--- src/rtl/dag_pkg.sv ---
package dag_pkg;
    localparam int DAG_AW   = 14;
    localparam int DAG_NSET = 4;

    typedef enum logic [1:0] {
        KIND_IDX  = 2'd0,
        KIND_STEP = 2'd1,
        KIND_LEN  = 2'd2,
        KIND_MODE = 2'd3
    } reg_kind_e;
endpackage

--- src/rtl/dag_wrap.sv ---
module dag_wrap #(
    parameter int AW = dag_pkg::DAG_AW
) (
    input  logic [AW-1:0] cur,
    input  logic [AW-1:0] step,
    input  logic [AW-1:0] len,
    input  logic [AW-1:0] base,
    output logic [AW-1:0] nxt
);
    localparam int XW = AW + 2;

    logic signed [XW-1:0] sum, lim, lo, lx;

    always_comb begin
        sum = $signed({2'b00, cur}) + $signed({{2{step[AW-1]}}, step});
        lo  = $signed({2'b00, base});
        lx  = $signed({2'b00, len});
        lim = lo + lx;
        if (len == '0)
            nxt = sum[AW-1:0];
        else if (sum >= lim)
            nxt = AW'(sum - lx);
        else if (sum < lo)
            nxt = AW'(sum + lx);
        else
            nxt = sum[AW-1:0];
    end
endmodule

--- src/rtl/dag_unit.sv ---
module dag_unit #(
    parameter int AW   = dag_pkg::DAG_AW,
    parameter int NSET = dag_pkg::DAG_NSET,
    localparam int SW  = $clog2(NSET)
) (
    input  logic                clk,
    input  logic                rst,
    input  logic                we,
    input  dag_pkg::reg_kind_e  kind,
    input  logic [SW-1:0]       ridx,
    input  logic [AW-1:0]       wdata,
    output logic [AW-1:0]       rdata,
    input  logic                req,
    input  logic [SW-1:0]       isel,
    input  logic [SW-1:0]       msel,
    output logic [AW-1:0]       addr,
    output logic                vld
);
    import dag_pkg::*;

    logic [AW-1:0] ireg [NSET];
    logic [AW-1:0] mreg [NSET];
    logic [AW-1:0] lreg [NSET];
    logic [AW-1:0] breg [NSET];
    logic          mode;

    logic [AW-1:0] cur, nxt, rev;

    assign cur = ireg[isel];

    for (genvar b = 0; b < AW; b++) begin : g_rev
        assign rev[b] = cur[AW-1-b];
    end

    dag_wrap #(.AW(AW)) u_wrap (
        .cur  (cur),
        .step (mreg[msel]),
        .len  (lreg[isel]),
        .base (breg[isel]),
        .nxt  (nxt)
    );

    always_comb begin
        unique case (kind)
            KIND_IDX:  rdata = ireg[ridx];
            KIND_STEP: rdata = mreg[ridx];
            KIND_LEN:  rdata = lreg[ridx];
            default:   rdata = {{(AW-1){1'b0}}, mode};
        endcase
    end

    always_ff @(posedge clk) begin
        if (rst) begin
            for (int k = 0; k < NSET; k++) begin
                ireg[k] <= '0;
                mreg[k] <= '0;
                lreg[k] <= '0;
                breg[k] <= '0;
            end
            mode <= 1'b0;
            addr <= '0;
            vld  <= 1'b0;
        end else begin
            vld <= req;
            if (req) begin
                addr       <= mode ? rev : cur;
                ireg[isel] <= nxt;
            end
            // register port is applied last so that it wins a collision
            if (we) begin
                unique case (kind)
                    KIND_IDX:  ireg[ridx] <= wdata;
                    KIND_STEP: mreg[ridx] <= wdata;
                    KIND_LEN: begin
                        lreg[ridx] <= wdata;
                        breg[ridx] <= ireg[ridx];
                    end
                    default:   mode <= wdata[0];
                endcase
            end
        end
    end
endmodule

--- src/rtl/dual_dag.sv ---
module dual_dag #(
    parameter int AW   = dag_pkg::DAG_AW,
    parameter int NSET = dag_pkg::DAG_NSET,
    localparam int SW  = $clog2(NSET)
) (
    input  logic          clk,
    input  logic          rst,
    input  logic          reg_we,
    input  logic          reg_gen,
    input  logic [1:0]    reg_kind,
    input  logic [SW-1:0] reg_idx,
    input  logic [AW-1:0] reg_wdata,
    output logic [AW-1:0] reg_rdata,
    input  logic          req_a,
    input  logic [SW-1:0] isel_a,
    input  logic [SW-1:0] msel_a,
    output logic [AW-1:0] addr_a,
    output logic          vld_a,
    input  logic          req_b,
    input  logic [SW-1:0] isel_b,
    input  logic [SW-1:0] msel_b,
    output logic [AW-1:0] addr_b,
    output logic          vld_b
);
    import dag_pkg::*;

    localparam int NGEN = 2;

    logic          g_req  [NGEN];
    logic [SW-1:0] g_isel [NGEN];
    logic [SW-1:0] g_msel [NGEN];
    logic [AW-1:0] g_addr [NGEN];
    logic          g_vld  [NGEN];
    logic [AW-1:0] g_rd   [NGEN];

    reg_kind_e kind;
    assign kind = reg_kind_e'(reg_kind);

    assign g_req[0]  = req_a;
    assign g_isel[0] = isel_a;
    assign g_msel[0] = msel_a;
    assign g_req[1]  = req_b;
    assign g_isel[1] = isel_b;
    assign g_msel[1] = msel_b;

    for (genvar g = 0; g < NGEN; g++) begin : g_gen
        dag_unit #(.AW(AW), .NSET(NSET)) u_unit (
            .clk   (clk),
            .rst   (rst),
            .we    (reg_we && (reg_gen == 1'(g))),
            .kind  (kind),
            .ridx  (reg_idx),
            .wdata (reg_wdata),
            .rdata (g_rd[g]),
            .req   (g_req[g]),
            .isel  (g_isel[g]),
            .msel  (g_msel[g]),
            .addr  (g_addr[g]),
            .vld   (g_vld[g])
        );
    end

    assign addr_a = g_addr[0];
    assign vld_a  = g_vld[0];
    assign addr_b = g_addr[1];
    assign vld_b  = g_vld[1];

    always_ff @(posedge clk) begin
        if (rst) reg_rdata <= '0;
        else     reg_rdata <= g_rd[reg_gen];
    end
endmodule

--- config.mk ---
export PLATFORM = sky130hd
export DESIGN_NAME = dual_dag
export DESIGN_NICKNAME = d
export VERILOG_FILES = /design/src/rtl/dag_pkg.sv /design/src/rtl/dag_wrap.sv /design/src/rtl/dag_unit.sv /design/src/rtl/dual_dag.sv
export SDC_FILE = /design/constraint.sdc
export NUM_CORES = 1
export LEC_CHECK = 0
export ABC_CLOCK_PERIOD_IN_PS = 8500
export BUFFER_PORTS_ARGS = -buffer_cell sky130_fd_sc_hd__buf_2
export CAP_MARGIN = 20
export CORE_UTILIZATION = 60
export CTS_CLUSTER_SIZE = 25
export DETAILED_ROUTE_END_ITERATION = 12
export PLACE_DENSITY_LB_ADDON = 0.12
export SLEW_MARGIN = 20
export SYNTH_ARGS = -nofsm -noshare
export SYNTH_HDL_FRONTEND = slang
export SYNTH_SLANG_ARGS = --single-unit
--- constraint.sdc ---
create_clock -name clk -period 8.5 [get_ports clk]
set_input_delay 0.425 -clock clk [delete_from_list [all_inputs] [get_ports clk]]
set_output_delay 0.425 -clock clk [all_outputs]
set_load 0.02 [all_outputs]
# ---- Word level (Yosys, flattened, before mapping)
# Memories as Yosys holds them, arrays and structs flattened.
# Index checks and enable logic that the tools add are counted.
dict set report totals {
  latchBits 0
  rom_bits 0
  word_cells 123
  input_bits 32
  out_inout_bits 44
  regBits 46
  ram_bits 448
  n_memories 8
}
# name depth word_bits rd rd_ports_with_merged_regs wr line
set mem_list {}
lappend mem_list {{g_gen[0].u_unit.breg} 4 14 1 0 4 dag_unit.sv:24} ;# logic [AW-1:0] breg [NSET];
lappend mem_list {{g_gen[0].u_unit.ireg} 4 14 2 0 4 dag_unit.sv:21} ;# logic [AW-1:0] ireg [NSET];
lappend mem_list {{g_gen[0].u_unit.lreg} 4 14 2 0 4 dag_unit.sv:23} ;# logic [AW-1:0] lreg [NSET];
lappend mem_list {{g_gen[0].u_unit.mreg} 4 14 2 0 4 dag_unit.sv:22} ;# logic [AW-1:0] mreg [NSET];
lappend mem_list {{g_gen[1].u_unit.breg} 4 14 1 0 4 dag_unit.sv:24}
lappend mem_list {{g_gen[1].u_unit.ireg} 4 14 2 0 4 dag_unit.sv:21}
lappend mem_list {{2 more memories} - - - - - -}
dict set report classes {
  add_sub_neg 8
  n_mul 0
  n_eq_ne 2
  n_shift 0
  muxes 72
  reduce_logical 18
  bitwise 3
  div 0
  n_lt_le_gt_ge 5
}
# operator n
set op_table {}
lappend op_table {{$mux W14} 21}
lappend op_table {{$reduce_or A14 Y1} 10}
lappend op_table {{$pmux W14 S3} 2}
lappend op_table {{$mux W1} 39}
lappend op_table {{$add A15 B14 Y16} 2}
lappend op_table {{$ge A16 B16 Y1} 2}
lappend op_table {{$lt A16 B15 Y1} 2}
lappend op_table {{$add A14 B14 Y15} 2}
lappend op_table {{$add A14 B14 Y14} 2}
lappend op_table {{$logic_not A14 Y1} 2}
lappend op_table {{$sub A14 B14 Y14} 2}
lappend op_table {{$mux W2} 10}
lappend op_table {{$reduce_and A2 Y1} 2}
lappend op_table {{$reduce_or A3 Y1} 1}
lappend op_table {{$eq A2 B1 Y1 const B} 1}
lappend op_table {{$eq A2 B2 Y1 const B} 1}
lappend op_table {{$ge A2 B2 Y1 const B} 1}
lappend op_table {{$logic_and A1 B1 Y1} 2}
lappend op_table {{$logic_not A2 Y1} 1}
lappend op_table {{$not A1 Y1} 2}
lappend op_table {{$not A1 Y2} 1}

# ---- Depth between registers and ports, before layout
dict set report logic_depth {
  word_depth 7
  mapped_depth 27
  mapped_depth_nobuf 21
}

# ---- Hierarchy
# Synthesis repeated with hierarchy kept, for this count alone.
dict set report unflattened {
  hier_cells 2705
  area_unflattened_um2 32600.0
}
# mod instances area_each_um2 seq_area_each_um2 cells_per_inst
set by_module_without_submodules {}
lappend by_module_without_submodules {{dag_unit (g_gen[1].u_unit)} 1 12400.6 7046.8 839}
lappend by_module_without_submodules {{dag_unit (g_gen[0].u_unit)} 1 12395.6 7046.8 839}
lappend by_module_without_submodules {{dag_wrap (g_gen[1].u_unit.u_wrap)} 1 3819.9 0.0 512}
lappend by_module_without_submodules {{dag_wrap (g_gen[0].u_unit.u_wrap)} 1 3458.3 0.0 468}
lappend by_module_without_submodules {dual_dag 1 525.5 280.3 47}

# ---- Worst setup path before layout
# OpenSTA, ideal clock, no wires.
dict set report synth_path {
  path_kind {input-to-reg}
  from {input isel_a[0]}
  to {memory g_gen[0].u_unit.ireg[0][7] (netlist name), data pin}
  required_time_ns 8.229
  t_arrival_ns 6.630
  slack_ns 1.599
  stages 26
  path_buffers 5
  setup_ns 0.271
  cell_sequence {buf_2 > buf_2 > clkbuf_1 > buf_1 > mux4_2 > ha_1 > a21o_1 > a21oi_1 > o21bai_1 > a21oi_1 > o21bai_1 > a21oi_1 > o21ai_0 > nor2_1 > xor2_1 > ha_1 > a21o_1 > a21o_1 > a221oi_1 > a311oi_1 > o31ai_1 > clkbuf_1 > nand2_1 > o221a_2 > o31ai_1 > o21ai_0}
}
# item line
set synth_lines {}
lappend synth_lines {{start: declaration} dual_dag.sv:15} ;# input logic [SW-1:0] isel_a,
lappend synth_lines {{end: declaration} dag_unit.sv:21}

==> summary by stage <==
STA
Setup violations remaining at the end of the flow were counted as 0. The total negative setup slack is 0 ps. Setup repair after global routing left no endpoint under its margin. Final hold analysis gives a worst-case slack of ~220 ps. Dividing the final minimum period by the clock period gives ~82%. In this run the tightest slew margin relative to its limit is a little under a quarter.

The final number of max-transition violations is 0. The total count of hold-check failures in the final report is 0. For the pin with the worst max-slew slack, the measured transition is roughly 1200 ps. For the final database, setup skew stands at approximately 40 ps. Setup slack closes at 1570 ps. Timing would allow up to 144 MHz. The final period demand of the worst path is 6930 ps.

Worst setup path
The kind of capture point of the worst setup path is a register. STA puts the critical path data arrival time at 7250 ps. The startpoint identified for the worst register-to-register timing path is g_gen[1].u_unit.mreg[3][1]$_DFFE_PP_.

The critical path is of the primary input to register type. The worst setup path is launched from a primary input. The most critical setup path has its startpoint at isel_b[0].

STA puts the critical path data required time at between 8000 and 9000 ps. Of all nets on the critical path, the largest fanout is 19.

Clock network
TritonCTS built the clock tree. The count of buffers added by post-CTS timing repair for setup is 0. The clock insertion delay at the later pin of the skew report is between 600 and 700 ps.

The clock-pin slew on the worst setup and hold paths is ~60 ps. The H-tree level count is 2. The number of hold buffers added after CTS was 0.

CTS placed an instance of sky130_fd_sc_hd__clkbuf_16 at the clock tree root. The number of gates resized after CTS was 0. The clock passes through at most 3 buffers. The number of CTS-inserted buffers is 52.

The clock net sink count is 494.

Yosys
The flop and latch count out of synthesis is between 400 and 500. The post-synthesis instance total is roughly 2700. Counting flops with a built-in enable in the synthesized netlist gives around 450. The average instance area after synthesis is 11.7 sq um. The synthesized area is between 30000 and 40000 sq um. The total nets after synthesis is approximately 2900. The number of warnings reported in the yosys synthesis log is 0.

Of all flip-flops after synthesis, the portion carrying an async set or reset was 0%. For this run, the register share of the synthesized area comes to between 40% and 50%. In the synthesized netlist the dominant register cell turns out to be sky130_fd_sc_hd__edfxtp_1. Counting distinct cell types in the post-synthesis netlist gives between 80 and 90.

Drt
The number of nets with antenna violations after routing is 0. The first routing iteration left between 3000 and 4000 violations. The average via count per standard cell is a little over 7. The number of design rule violations left after detail routing is 0. Summed over all layers, the routed wires come to slightly below 100000 um. The routed layout has about 24000 vias. The detailed-routing iteration count for the pre-antenna-repair pass is 6. The routed wire length per instance is approximately 29 um.

Die
The width of the chip is approximately 230 um. The placement row count is a little over 80. The initial cell density of the core is between 60% and 70%. The die covers around 53000 sq um.

The core region is just over 50000 sq um. Measured along the y axis, the die boundary spans around 230 um. The I/O pin total is between 70 and 80.

Global routing
The total global routing overflow is 0. The first global-routing pass estimated between 100000 and 150000 um of wire. The overall track demand over capacity in global routing is 36.9%. Entering global routing, the biggest net connects 75 pins. The via count of the first global-routing pass is about 22000. The number of antenna violations at the first check in global routing came to 6.

Place
Prior to clock tree synthesis, the placed netlist has a worst setup slack of 1200 ps. Summed over all nets, the half-perimeter wirelength after detailed placement is between 60000 and 70000 um. The total placed instance area is 32100 sq um. The count of port buffers added during placement is 75. Once placement completed, the tool counted placed cells totaling between 3000 and 4000. The congestion estimate from routability-driven global placement came to between 0.9 and 1.

Finish
The area growth from synthesis to layout is 8.34%. The share of cells above drive strength 1 is 17.0%. For this run, the number of standard cells in the final layout without fillers is 3367. The number of nets at the end of the flow is between 2000 and 3000. Once layout is complete, the utilization of the core stands at about 66%. The final design area excluding fillers is approximately 34000 sq um.

Hold path
In this run the worst hold path is classified as primary input to register. The start point of the worst hold path is reg_we.

Status
The flow ran to the end, and the final reports show no timing, DRC or antenna violations.

Pwr
VDD sags by at most 186 uV. The power per cell area is 267 nW/um^2. The static leakage is 13.4 nW. Summing internal, switching and leakage power gives between 9 and 10 mW.

Run
Across the run, the number of max-cap violations was 0.
critical path, stage by stage:
cell and delay, ps:
sky130_fd_sc_hd__buf_2 630, sky130_fd_sc_hd__mux4_2 680, sky130_fd_sc_hd__ha_1 330, sky130_fd_sc_hd__a211oi_1 290, sky130_fd_sc_hd__o21bai_1 160, sky130_fd_sc_hd__a2111oi_2 610, sky130_fd_sc_hd__o31ai_1 160, sky130_fd_sc_hd__a2111oi_0 560
sky130_fd_sc_hd__o41ai_1 160, sky130_fd_sc_hd__a21oi_1 200, sky130_fd_sc_hd__xor2_1 630, sky130_fd_sc_hd__ha_1 350, sky130_fd_sc_hd__and2_1 150, sky130_fd_sc_hd__o311ai_1 110, sky130_fd_sc_hd__a31o_2 480, sky130_fd_sc_hd__nand2_1 320
sky130_fd_sc_hd__o311a_1 490, sky130_fd_sc_hd__a21boi_0 360, sky130_fd_sc_hd__o31ai_1 120
per-layer routing:
metal,global-route usage (%),up-vias,share of wire (%)
met3,9.28,198,14
met4,11.1,4,3.1
li1,-,10190,-
met1,54.8,11769,40
met2,53.5,1653,43
met5,0,-,0.028
report_power, final:
part / total (mW) / leakage [nW] / switching, mW / internal (mW)
clock network: 2.27 / 0.847 / 0.988 / 1.29
logic: 3.81 / 7.68 / 2.42 / 1.39
registers: 2.94 / 4.84 / 0.0818 / 2.86
total: 9.02 / 13.4 / 3.49 / 5.54
synth_stat cells (all sizes together), types with 6 or more instances:
cell / n / area share (%)
a21o: 51 / 1.2
xor2: 26 / 0.73
a22o: 39 / 1.1
or2: 7 / 0.14
nand4: 12 / 0.24
a21oi: 100 / 1.6
a31o: 15 / 0.42
o31ai: 11 / 0.26
o21a: 10 / 0.24
o22ai: 6 / 0.12
a221o: 7 / 0.22
nand2b: 21 / 0.42
or3: 15 / 0.30
o221ai: 13 / 0.37
mux2i: 46 / 1.5
nand3: 30 / 0.48
a22oi: 8 / 0.19
a32o: 6 / 0.19
nor3b: 7 / 0.17
buf: 43 / 0.64
inv: 141 / 1.7
dfxtp: 46 / 3.0
mux4: 198 / 14
nor3: 31 / 0.50
clkbuf: 143 / 1.7
mux2: 15 / 0.54
o21bai: 25 / 0.60
nor4: 8 / 0.16
nor2b: 20 / 0.40
nor2: 253 / 3.1
a221oi: 18 / 0.51
a211oi: 54 / 1.3
o211ai: 18 / 0.43
fa: 8 / 0.51
xnor2: 38 / 1.1
nand2: 171 / 2.1
edfxtp: 448 / 43
a211o: 6 / 0.17
and2: 49 / 0.99
o21ai: 114 / 1.8
a31oi: 18 / 0.36
ha: 162 / 6.5
and3: 130 / 2.6
sequential cells by signal (all words and copies together), names as in the netlist:
name,cells
g_gen.u_unit.breg,112
g_gen.u_unit.mreg,112
g_gen.u_unit.addr,28
g_gen.u_unit.vld,2
g_gen.u_unit.ireg,112
g_gen.u_unit.lreg,112
reg_rdata,14
g_gen.u_unit.mode,2
cells by family (layout without fill, tap and decap cells):
family	after synthesis	after routing	synth area share, %
AND/OR/NAND/NOR	770	770	11.9
AO/OA/AOI/OAI	570	570	12.8
flip-flops	494	494	46.1
buffers and inverters	328	358	4.08
multiplexers	259	259	16.3
adder cells (fa/ha/maj)	170	170	7.01
XOR/XNOR	64	64	1.80
other	0	2	0
final timing paths:
kind | to | slack [ps] | cells past startpoint
max | g_gen[1].u_unit.ireg[0][13]$_DFFE_PP_ | 1570 | 19
min | g_gen[1].u_unit.mode$_SDFFE_PP0P_ | 220 | 4
max reg2reg | g_gen[1].u_unit.ireg[0][13]$_DFFE_PP_ | 1770 | 18
min reg2reg | g_gen[0].u_unit.addr[2]$_SDFFE_PP0P_ | 480 | 2
layout by cell type, fill, tap and decap left out, drive strengths merged, types with 100 or more instances in the layout:
cell type | netlist | layout
mux4 | 198 | 198
edfxtp | 448 | 448
o21ai | 114 | 114
nor2 | 253 | 253
and3 | 130 | 130
a21oi | 100 | 100
ha | 162 | 162
buf | 43 | 118
inv | 141 | 142
nand2 | 171 | 171
layout make-up:
cell class	count	area [sq um]
sequential	494	14400
multi-input combinational	1833	15600
fill	3869	17500
antenna	2	5.00
timing repair buffer	118	719
inverter	142	533
clock buffer	77	1530
tap	680	851
clock inverter	21	185
(Power assumes the default switching activity.)
